`config.mk`:
```
export PLATFORM = sky130hd
export DESIGN_NAME = iofault_unit
export DESIGN_NICKNAME = d
export VERILOG_FILES = /design/src/rtl/iofault_pkg.sv /design/src/rtl/iofault_decode.sv /design/src/rtl/iofault_irq_fsm.sv /design/src/rtl/iofault_regfile.sv /design/src/rtl/iofault_unit.sv
export SDC_FILE = /design/constraint.sdc
export NUM_CORES = 1
export LEC_CHECK = 0
export BUFFER_PORTS_ARGS = -buffer_cell sky130_fd_sc_hd__buf_2
export CAP_MARGIN = 20
export CORE_MARGIN = 3
export CORE_UTILIZATION = 40
export CTS_CLUSTER_SIZE = 8
export DETAILED_ROUTE_END_ITERATION = 7
export GPL_ROUTABILITY_DRIVEN = 0
export HOLD_SLACK_MARGIN = 0.02
export PLACE_DENSITY = 0.59
export SYNTH_ARGS = -nofsm -noshare
export SYNTH_HDL_FRONTEND = slang
export SYNTH_HIERARCHICAL = 1
export SYNTH_SLANG_ARGS = --single-unit
```
`constraint.sdc`:
```
create_clock -name clk -period 4.3 [get_ports clk]
set_clock_uncertainty 0.15 [all_clocks]
set_input_delay 0.43 -clock clk [delete_from_list [all_inputs] [get_ports clk]]
set_output_delay 0.43 -clock clk [all_outputs]
set_load 0.1 [all_outputs]
```
`src/rtl/iofault_pkg.sv`:
```
package iofault_pkg;

    // Function of one word slot in the register window.
    typedef enum logic [2:0] {
        ROLE_CTRL,
        ROLE_ARB,
        ROLE_FLUSH,
        ROLE_STAT,
        ROLE_ADDR,
        ROLE_PLAIN
    } reg_role_e;

    // Interrupt line states.
    typedef enum logic {
        IRQ_QUIET,
        IRQ_RAISED
    } irq_state_e;

    // Map a word index onto its role from the configured slot numbers.
    function automatic reg_role_e role_of(input int idx, input int ix_ctrl,
                                          input int ix_arb, input int ix_flush,
                                          input int ix_stat, input int ix_addr);
        if (idx == ix_ctrl)       return ROLE_CTRL;
        else if (idx == ix_arb)   return ROLE_ARB;
        else if (idx == ix_flush) return ROLE_FLUSH;
        else if (idx == ix_stat)  return ROLE_STAT;
        else if (idx == ix_addr)  return ROLE_ADDR;
        else                      return ROLE_PLAIN;
    endfunction

endpackage

```
`src/rtl/iofault_decode.sv`:
```
module iofault_decode
    import iofault_pkg::*;
#(
    parameter int AW       = 3,
    parameter int IX_CTRL  = 0,
    parameter int IX_ARB   = 1,
    parameter int IX_FLUSH = 2,
    parameter int IX_STAT  = 3,
    parameter int IX_ADDR  = 4
) (
    input  logic [AW-1:0] reg_addr,
    input  logic          reg_rd,
    input  logic          reg_wr,
    output reg_role_e     role,
    output logic          service_hit
);

    always_comb begin
        role = role_of(int'(reg_addr), IX_CTRL, IX_ARB, IX_FLUSH, IX_STAT, IX_ADDR);
        service_hit = (reg_rd || reg_wr) && ((role == ROLE_STAT) || (role == ROLE_ADDR));
    end

endmodule

```
`src/rtl/iofault_irq_fsm.sv`:
```
module iofault_irq_fsm
    import iofault_pkg::*;
(
    input  logic clk,
    input  logic rst_n,
    input  logic fault,
    input  logic service,
    output logic irq
);

    irq_state_e state_q;
    irq_state_e state_d;

    // Next state: fault, refault and service transitions.
    always_comb begin
        state_d = state_q;
        unique case (state_q)
            IRQ_QUIET: begin
                if (fault) state_d = IRQ_RAISED;
            end
            IRQ_RAISED: begin
                if (!fault && service) state_d = IRQ_QUIET;
            end
            default: state_d = IRQ_QUIET;
        endcase
    end

    // State register.
    always_ff @(posedge clk or negedge rst_n) begin
        if (!rst_n) state_q <= IRQ_QUIET;
        else        state_q <= state_d;
    end

    // Output decode.
    always_comb begin
        irq = (state_q == IRQ_RAISED);
    end

endmodule

```
`src/rtl/iofault_regfile.sv`:
```
module iofault_regfile
    import iofault_pkg::*;
#(
    parameter int          AW          = 3,
    parameter int          DW          = 32,
    parameter int          IX_CTRL     = 0,
    parameter int          IX_ARB      = 1,
    parameter int          IX_FLUSH    = 2,
    parameter int          IX_STAT     = 3,
    parameter int          IX_ADDR     = 4,
    parameter int          RD_BIT      = 23,
    parameter logic [DW-1:0] STAT_WMASK  = 32'hFFFF_FFFF,
    parameter logic [DW-1:0] STAT_RSVD   = 32'h0000_0000,
    parameter logic [DW-1:0] FLUSH_WMASK = 32'hFFFF_F000,
    parameter logic [DW-1:0] CTRL_RESET  = 32'h0400_0000,
    parameter logic [DW-1:0] ARB_RESET   = 32'h0000_0008
) (
    input  logic          clk,
    input  logic          rst_n,
    input  logic [AW-1:0] reg_addr,
    input  logic          reg_rd,
    input  logic          reg_wr,
    input  logic [DW-1:0] reg_wdata,
    input  logic          flt_valid,
    input  logic [DW-1:0] flt_addr,
    input  logic          flt_is_read,
    output logic [DW-1:0] reg_rdata,
    output logic [DW-1:0] stat_q,
    output logic [DW-1:0] addr_q
);

    localparam int NWORDS = 1 << AW;
    localparam logic [DW-1:0] RD_FLAG = DW'(1) << RD_BIT;

    logic [DW-1:0] word_q [NWORDS];

    for (genvar i = 0; i < NWORDS; i++) begin : g_word
        localparam reg_role_e ROLE = role_of(i, IX_CTRL, IX_ARB, IX_FLUSH, IX_STAT, IX_ADDR);
        logic wr_hit;
        assign wr_hit = reg_wr && (reg_addr == AW'(i));

        if (ROLE == ROLE_CTRL || ROLE == ROLE_ARB) begin : g_fixed
            localparam logic [DW-1:0] INIT = (ROLE == ROLE_CTRL) ? CTRL_RESET : ARB_RESET;
            always_ff @(posedge clk or negedge rst_n) begin
                if (!rst_n)      word_q[i] <= INIT;
                else if (wr_hit) word_q[i] <= reg_wdata;
            end
        end else if (ROLE == ROLE_FLUSH) begin : g_flush
            always_ff @(posedge clk or negedge rst_n) begin
                if (!rst_n)      word_q[i] <= '0;
                else if (wr_hit) word_q[i] <= reg_wdata & FLUSH_WMASK;
            end
        end else if (ROLE == ROLE_STAT) begin : g_stat
            // A fault owns this word in its cycle; a write then is dropped.
            always_ff @(posedge clk or negedge rst_n) begin
                if (!rst_n) begin
                    word_q[i] <= STAT_RSVD;
                end else if (flt_valid) begin
                    if (flt_is_read) word_q[i] <= word_q[i] | RD_FLAG;
                end else if (wr_hit) begin
                    word_q[i] <= (reg_wdata & STAT_WMASK) | STAT_RSVD;
                end
            end
        end else if (ROLE == ROLE_ADDR) begin : g_addr
            always_ff @(posedge clk or negedge rst_n) begin
                if (!rst_n)         word_q[i] <= '0;
                else if (flt_valid) word_q[i] <= flt_addr;
                else if (wr_hit)    word_q[i] <= reg_wdata;
            end
        end else begin : g_plain
            always_ff @(posedge clk or negedge rst_n) begin
                if (!rst_n)      word_q[i] <= '0;
                else if (wr_hit) word_q[i] <= reg_wdata;
            end
        end
    end

    // Registered read port: data appears on the edge that takes the strobe.
    always_ff @(posedge clk or negedge rst_n) begin
        if (!rst_n)      reg_rdata <= '0;
        else if (reg_rd) reg_rdata <= word_q[reg_addr];
    end

    always_comb begin
        stat_q = word_q[IX_STAT];
        addr_q = word_q[IX_ADDR];
    end

endmodule

```
`src/rtl/iofault_unit.sv`:
```
module iofault_unit
    import iofault_pkg::*;
#(
    parameter int          AW          = 3,
    parameter int          DW          = 32,
    parameter int          IX_CTRL     = 0,
    parameter int          IX_ARB      = 1,
    parameter int          IX_FLUSH    = 2,
    parameter int          IX_STAT     = 3,
    parameter int          IX_ADDR     = 4,
    parameter int          RD_BIT      = 23,
    parameter logic [DW-1:0] STAT_WMASK  = 32'hFFFF_FFFF,
    parameter logic [DW-1:0] STAT_RSVD   = 32'h0000_0000,
    parameter logic [DW-1:0] FLUSH_WMASK = 32'hFFFF_F000,
    parameter logic [DW-1:0] CTRL_RESET  = 32'h0400_0000,
    parameter logic [DW-1:0] ARB_RESET   = 32'h0000_0008
) (
    input  logic          clk,
    input  logic          rst_n,
    input  logic [AW-1:0] reg_addr,
    input  logic          reg_rd,
    input  logic          reg_wr,
    input  logic [DW-1:0] reg_wdata,
    output logic [DW-1:0] reg_rdata,
    input  logic          flt_valid,
    input  logic [DW-1:0] flt_addr,
    input  logic          flt_is_read,
    output logic          err_irq
);

    reg_role_e     acc_role;
    logic          service_hit;
    logic [DW-1:0] stat_q;
    logic [DW-1:0] addr_q;

    iofault_decode #(
        .AW(AW), .IX_CTRL(IX_CTRL), .IX_ARB(IX_ARB), .IX_FLUSH(IX_FLUSH),
        .IX_STAT(IX_STAT), .IX_ADDR(IX_ADDR)
    ) u_decode (
        .reg_addr    (reg_addr),
        .reg_rd      (reg_rd),
        .reg_wr      (reg_wr),
        .role        (acc_role),
        .service_hit (service_hit)
    );

    iofault_irq_fsm u_fsm (
        .clk     (clk),
        .rst_n   (rst_n),
        .fault   (flt_valid),
        .service (service_hit),
        .irq     (err_irq)
    );

    iofault_regfile #(
        .AW(AW), .DW(DW), .IX_CTRL(IX_CTRL), .IX_ARB(IX_ARB), .IX_FLUSH(IX_FLUSH),
        .IX_STAT(IX_STAT), .IX_ADDR(IX_ADDR), .RD_BIT(RD_BIT),
        .STAT_WMASK(STAT_WMASK), .STAT_RSVD(STAT_RSVD), .FLUSH_WMASK(FLUSH_WMASK),
        .CTRL_RESET(CTRL_RESET), .ARB_RESET(ARB_RESET)
    ) u_regs (
        .clk         (clk),
        .rst_n       (rst_n),
        .reg_addr    (reg_addr),
        .reg_rd      (reg_rd),
        .reg_wr      (reg_wr),
        .reg_wdata   (reg_wdata),
        .flt_valid   (flt_valid),
        .flt_addr    (flt_addr),
        .flt_is_read (flt_is_read),
        .reg_rdata   (reg_rdata),
        .stat_q      (stat_q),
        .addr_q      (addr_q)
    );

endmodule

```
# ---- After elaboration in Yosys (flattened, before gate mapping)
# Cells that the tools add are included.
dict set report totals {
  register_bits 277
  input_bits 73
  out_inout_bits 33
  word_cells 64
}
dict set report op_classes {
  magnitude_cmp 1
  n_eq_ne 14
  muxes 16
  bitwise 3
  reduce_logical 19
}
# op count
set op_table {}
lappend op_table {{$mux 32} 6}
lappend op_table {{$bmux 32 s3} 1}
lappend op_table {{$eq 3x3->1 const B} 8}
lappend op_table {{$mux 24} 1}
lappend op_table {{$eq 3x2->1 const B} 4}
lappend op_table {{$mux 3} 4}
lappend op_table {{$logic_and 1x1->1} 10}
lappend op_table {{$logic_not 3->1} 2}
lappend op_table {{$ge 4x4->1 const B} 1}
lappend op_table {{$not 3->4} 1}
lappend op_table {{$reduce_and 2->1} 2}
lappend op_table {{$reduce_bool 2->1} 2}
lappend op_table {{$eq 3x1->1 const B} 1}
lappend op_table {{$mux 1} 3}
lappend op_table {{$logic_or 1x1->1} 2}
lappend op_table {{$ne 2x1->1 const B} 1}
lappend op_table {{$not 1->1} 2}
lappend op_table {{$pmux 1 s2} 1}
lappend op_table {{$logic_not 1->1} 1}

# ---- Depth between registers and ports, before layout
# Gate-level depths: netlist of run 1.
dict set report depth {
  word_depth 12
  depth_mapped 6
  mapped_depth_nobuf 4
}

# ---- Cells and area by module
# Netlist of run 1, hierarchy kept.
# module instances cells_each area_per_inst_um2 seq_area_each_um2
set by_module_without_submodules {}
lappend by_module_without_submodules {iofault_regfile 1 968 13155.1 6909.1}
lappend by_module_without_submodules {iofault_decode 1 7 46.3 0.0}
lappend by_module_without_submodules {iofault_irq_fsm 1 3 36.3 25.0}

# ---- Least setup slack after synthesis of run 1
# OpenSTA, ideal clock, no wires.
dict set report synth_path {
  kind {input to register}
  from {input port flt_valid}
  to {register u_regs.word_q (netlist bit u_regs/addr_q[20])}
  setup_time_ns 0.128
  arrival_ns 1.567
  t_required_ns 4.022
  setup_slack_ns 2.456
  cell_stages 4
  n_path_buf 2
  path_cell_list {buf_2 -> buf_1 -> mux2_2 -> mux2_1}
}
dict set report synth_via {
  elab_chain_len 1
  word_cells_on_any_way 2
  classes_between {mux (1); reduce/logical (1)}
}
# item line_no
set synth_lines {}
lappend synth_lines {{start: declaration} iofault_unit.sv:25} ;# input logic flt_valid,
lappend synth_lines {{$mux 32 or $reduce_bool 2->1 (tied branches)} --}
lappend synth_lines {{end signal: indexed assignment} iofault_regfile.sv:67} ;# else if (flt_valid) word_q[i] <= flt_addr;
lappend synth_lines {{end signal: indexed assignment} iofault_regfile.sv:68} ;# else if (wr_hit) word_q[i] <= reg_wdata;
lappend synth_lines {{end: declaration} iofault_regfile.sv:35} ;# logic [DW-1:0] word_q [NWORDS];
# Parallel ways exist; a longest one is shown, timed or not.
# A chain may end at the register's enable or synchronous reset.

# ---- Final worst setup path of run 1
dict set report layout_path {
  from {input port reg_addr[2]}
  to {register u_regs/word_q[225] (netlist name)}
}
dict set report layout_via {
  elab_chain_len 2
}
# item line_no
set layout_lines {}
lappend layout_lines {{start: declaration} iofault_unit.sv:20} ;# input logic [AW-1:0] reg_addr,
lappend layout_lines {{$logic_not 3->1} iofault_regfile.sv:40} ;# assign wr_hit = reg_wr && (reg_addr == AW'(i));
lappend layout_lines {{$logic_and 1x1->1} iofault_regfile.sv:40}
lappend layout_lines {{end signal: indexed assignment} iofault_regfile.sv:46} ;# else if (wr_hit) word_q[i] <= reg_wdata;
# No other way between the ends.

==> impl_metrics.env, run 1 <==
export IMPL_power_density_nw_per_um2=525
export IMPL_netlist_area_um2=12700
export IMPL_postCtsSetupBuffers=0
export IMPL_power_leakage_nw=6.71
export IMPL_synth_warnings=6
export IMPL_die_h_um=184
export IMPL_placed_cell_area_um2=13600
export IMPL_drive_gt1_share_pct=35.7
export IMPL_clkTransAtPathRegs_ps=50
export IMPL_io_buffer_count=105
export IMPL_critPathMaxFanout=29
export IMPL_ant_nets=0
export IMPL_status="complete, no violations"
export IMPL_antenna_found_initial=3
export IMPL_final_setup_viol_count=0
export IMPL_grt_start_max_net_pins=118
export IMPL_grt_pass1_wl_um=48100
export IMPL_crit_family="simple AND/OR/NAND/NOR gates"
export IMPL_grt_use_total_pct=18.1
export IMPL_cts_htree_levels=2
export IMPL_ctsResizeCount=0
export IMPL_antennaDiodeCount=0
export IMPL_setup_ws_ps=1880
export IMPL_path_cells="buf_2, nor2_2, and2_2, buf_4, mux2_2"
export IMPL_dp_hpwl_um=18700
export IMPL_start_kind="primary input"
export IMPL_rsz0062_at_grt="false"
export IMPL_vias_per_cell=5.52
export IMPL_finalNonFillerCells=1417
export IMPL_place_inst=1366
export IMPL_drtIter0Drc=378
export IMPL_crit_path_end_kind="register"
export IMPL_critPathRequiredTime_ps=4530
export IMPL_clock_sinks=277
export IMPL_synth_avg_cell_area_um2=14.0
export IMPL_hold_viol=0
export IMPL_syn_num_nets=984
export IMPL_io_pins=106
export IMPL_utilization_pct=47.4
export IMPL_holdWs_ps=65.0
export IMPL_cts_root_buffer="clkbuf_16"
export IMPL_rows=64
export IMPL_firstDrtPassIters=4
export IMPL_critPathKind="in -> reg"
export IMPL_cts_tree="built"
export IMPL_path_buf_inv=2
export IMPL_die_area_um2=34000
export IMPL_worstMarginPinSlew_ps=922
export IMPL_fin_crit_ps=2420
export IMPL_cts_inserted_buffers=40
export IMPL_fmax_mhz=414
export IMPL_insertion_delay_ps=510
export IMPL_clockBufferDepth=3
export IMPL_nNetsFinal=1086
export IMPL_grt_pass1_vias=7980
export IMPL_final_max_slew_viol_count=0
export IMPL_die_w_um=184
export IMPL_cts_hold_buf=1
export IMPL_fill_cells=2760
export IMPL_ir_worst_vdd_mv=0.302
export IMPL_drv_cap=0
export IMPL_dp_slack_ps=1360
export IMPL_min_period_over_period_pct=56.2
export IMPL_wirelength_um=30600
export IMPL_final_area_um2=14700
export IMPL_wl_per_cell_um=21.6
export IMPL_design_core_area_um2=31000
export IMPL_synth_cells=911
export IMPL_grt_ovfl_total=0
export IMPL_route_detailed_drc=0
export IMPL_slew_headroom_pct=38.5
export IMPL_slowest_stage="nor2_2"
export IMPL_via_count=7824
export IMPL_area_growth_pct=15.2
export IMPL_initial_core_util_pct=41.1
export IMPL_p_total_mw=7.70
export IMPL_cp_arrival_ps=2650
export IMPL_hold_class="in -> reg"
export IMPL_cpPeakStageDelay_ps=570
export IMPL_final_setup_tns_ps=0
==> power by group <==
part           internal, mW  total (mW)  switching [mW]
clock                  1.69        2.75            1.06
sequential             3.15        3.41           0.263
combinational         0.641        1.54           0.901
total                  5.48        7.70            2.22
==> routing by layer <==
layer,global-route usage (%),wire length (um),vias up,share of wire [%]
met5,0,32,-,0.10
met4,3.84,468,6,1.5
met3,3.63,1400,53,4.6
met2,29.6,14400,148,47
met1,25.3,14200,4069,47
li1,-,-,3548,-
==> layout by cell type, fill, tap and decap left out, types with 2 or more instances in the layout <==
cell type,count
nor2b_1,20
nand3_2,2
nor2b_4,2
mux2_2,166
buf_12,3
a21o_1,2
a221o_1,16
a41o_1,20
inv_1,2
and2_2,2
mux2_1,65
a22oi_1,20
nand3_1,20
clkbuf_16,41
mux2i_1,117
dfstp_2,2
buf_4,17
o221a_2,5
dfrtp_1,275
clkbuf_1,8
a21oi_1,14
nand2_1,22
and2_1,16
mux4_2,12
nand2b_1,19
nor2_1,13
buf_2,103
o21ai_0,2
==> worst register-to-register path, stage by stage, from the launching register on <==
cell and delay, ps:
dfstp_2 520, mux2i_1 60, mux4_2 480, a21oi_1 150
==> registers in the layout (all words and copies together), names as in the netlist <==
name / cells
u_regs/word_q: 180
u_fsm/irq: 1
u_regs/addr_q: 32
u_regs/reg_rdata: 32
u_regs/stat_q: 32
==> final timing paths <==
kind,start,cells after the start,endpoint,slack [ps]
min,flt_is_read,3,u_regs/stat_q[23],70
min reg2reg,u_regs/word_q[218],1,u_regs/word_q[218],330
max in group asynchronous,rst_n,3,u_regs/word_q[70],2500
max reg2reg,u_regs/word_q[195],3,u_regs/reg_rdata[3],2880
min in group asynchronous,rst_n,2,u_regs/word_q[51],480
max,reg_addr[2],5,u_regs/word_q[225],1880
==> area by class of cell <==
cell class | count | area, um2 | area share (%)
well taps | 396 | 495 | 3.38
repair buffers | 126 | 739 | 5.04
multi-input cells | 565 | 5430 | 37.0
clock inverters | 1 | 5.00 | 0.0341
inverters | 3 | 11.3 | 0.0767
flip-flops and latches | 277 | 6930 | 47.3
clock buffers | 49 | 1060 | 7.20
No activity file was read; power rests on OpenSTA's default activity.
==> inputs of run 2 (changes only) <==
- clock period: 4.3 -> 2.4 ns (I/O delays scaled with it)
==> run 2 against run 1 <==
Utilization up 3.5 points. Largest power group unchanged. Sequential power up 79%. Die area unchanged. Critical endpoint is now u_regs/addr_q[16]. First-iteration DRC count up 1.3%. Power up 83%.
==> impl_metrics.env, run 2 (synthesis gave the netlist of run 1 again) <==
export IMPL_r2r_setup_slack_ps=850
export IMPL_fmax_mhz=533
export IMPL_firstDrtPassIters=4
export IMPL_nNetsFinal=1188
export IMPL_wl_per_cell_um=21.3
export IMPL_internal_power_mw=10.0
export IMPL_finalNonFillerCells=1529
export IMPL_route_met2_wl_um=15700
export IMPL_via_count=8201
export IMPL_p_total_mw=14.1
export IMPL_dp_hpwl_um=20100
export IMPL_rows=64
export IMPL_final_area_um2=15800
export IMPL_top_layer="met5"
export IMPL_clock_sinks=277
export IMPL_worstMarginPinSlew_ps=618
export IMPL_drtIter0Drc=383
export IMPL_r2r_end="u_regs/addr_q[21]"
export IMPL_power_density_nw_per_um2=895
export IMPL_hold_class="in -> reg"
export IMPL_drv_cap=0
export IMPL_hp_start="flt_valid"
export IMPL_cts_tree="built"
export IMPL_holdPathStages=2
export IMPL_wirelength_um=32500
export IMPL_placed_cell_area_um2=13800
export IMPL_die_w_um=184
export IMPL_ir_worst_vdd_mv=0.603
export IMPL_grt_start_max_net_pins=59
export IMPL_fin_crit_ps=1880
export IMPL_seqPwrFrac_pct=43.4
export IMPL_final_max_slew_viol_count=0
export IMPL_initial_core_util_pct=41.1
export IMPL_crit_path_end_kind="register"
export IMPL_ant_nets=0
export IMPL_power_leakage_nw=7.20
export IMPL_cts_htree_levels=2
export IMPL_grt_pass1_wl_um=50800
export IMPL_r2r_cells=2
export IMPL_combPwrFrac_pct=20.7
export IMPL_critPathRequiredTime_ps=2690
export IMPL_io_pins=106
export IMPL_min_period_over_period_pct=78.2
export IMPL_cts_inserted_buffers=40
export IMPL_grt_pass1_vias=8708
export IMPL_critPathMaxFanout=9
export IMPL_final_setup_viol_count=0
export IMPL_sw_frac_of_total_pct=28.9
export IMPL_ctsResizeCount=0
export IMPL_final_setup_tns_ps=0
export IMPL_rr_startpoint="u_regs/addr_q[21]"
export IMPL_route_met3_wl_um=1220
export IMPL_hold_viol=0
export IMPL_slew_headroom_pct=58.8
export IMPL_power_frac_clock_pct=36.0
export IMPL_dp_slack_ps=476
export IMPL_die_h_um=184
export IMPL_status="complete, no violations"
export IMPL_cp_arrival_ps=2170
export IMPL_wl_met1_um=15200
export IMPL_place_inst=1389
export IMPL_die_area_um2=34000
export IMPL_largest_reg_flops=180
export IMPL_area_growth_pct=23.7
export IMPL_final_common_cell="dfrtp_1"
export IMPL_setup_ws_ps=524
export IMPL_clkTransAtPathRegs_ps=50
export IMPL_min_to="u_fsm/irq"
export IMPL_grt_ovfl_total=0
export IMPL_clockBufferDepth=3
export IMPL_drive_gt1_share_pct=34.5
export IMPL_cts_root_buffer="clkbuf_16"
export IMPL_rsz0062_at_grt="false"
export IMPL_insertion_delay_ps=510
export IMPL_design_core_area_um2=31000
export IMPL_start_kind="primary input"
export IMPL_holdWs_ps=56.7
export IMPL_utilization_pct=50.8
export IMPL_final_cell_mix="275 x dfrtp_1, 166 x mux2_2, 117 x mux2i_1, 103 x buf_2, 80 x dlygate4sd3_1"
export IMPL_critPathKind="in -> reg"
export IMPL_io_buffer_count=105
export IMPL_top_register="u_regs/word_q"
export IMPL_vias_per_cell=5.36
export IMPL_route_detailed_drc=0
export IMPL_antenna_found_initial=2
export IMPL_power_switching_mw=4.07
export IMPL_grt_use_total_pct=19.3
==> run 2: cell types whose count changed in the layout (fill, tap and decap cells not counted), moves of 2 or more <==
cell           before  now
buf_12              3    8
buf_4              17   35
clkbuf_1            8   15
dlygate4sd3_1       1   80
inv_6               0    2
==> run 2: timing repair <==
action / in CTS / in global routing
endpoints found under the setup margin: 0 / 0
buffers inserted: 0 / 0
hold buffers: 80 / 0
endpoints found under the hold margin: 524 / 0
==> run 2: how the worst max path moves through the flow <==
| stage | startpoint | slack (ps) | cells past startpoint | to |
|---|---|---|---|---|
| 6_report | reg_wr | 520 | 6 | u_regs/addr_q[16] |
| 3_3_place_gp | reg_wr | 480 | 5 | u_regs/addr_q[7] |
| 4_1_cts | reg_wr | 540 | 6 | u_regs/addr_q[26] |
| 2_1_floorplan | flt_valid | 750 | 4 | u_regs/addr_q[20] |
| 3_5_place_dp | reg_addr[2] | 480 | 6 | u_regs/word_q[242] |
| 5_1_grt | reg_addr[2] | 470 | 6 | u_regs/addr_q[16] |
==> run 2: routing by layer <==
| metal | vias up | global-route usage [%] |
|---|---|---|
| li1 | 3752 | - |
| met1 | 4259 | 27.1 |
| met2 | 147 | 31.8 |
| met3 | 39 | 3.06 |
| met4 | 4 | 4.17 |
| met5 | - | 0 |
==> run 2: power by group through the flow <==
stage | clock (mW) | sequential [mW] | combinational (mW)
after CTS | 5.19 | 6.11 | 2.95
after floorplan | 0 | 6.75 | 1.46
after detailed placement | 0 | 6.18 | 2.82
final | 5.07 | 6.11 | 2.91
after global placement | 0 | 6.15 | 2.76
after global routing | 5.40 | 6.22 | 3.14
==> run 2: cell type report <==
class                   count  area (um2)
clock buffers              57        1100
multi-input cells         565        5430
well taps                 396         495
fillers                  2677       15200
clock inverters             2        17.5
diodes                      1        2.50
repair buffers            228        1770
flip-flops and latches    277        6930
inverters                   3        11.3
==> run 2: worst max-delay path, stage by stage <==
cell and delay, ps:
buf_2 160, nor2b_4 160, a21oi_2 520, buf_4 340, a221o_1 190, dlygate4sd3_1 550
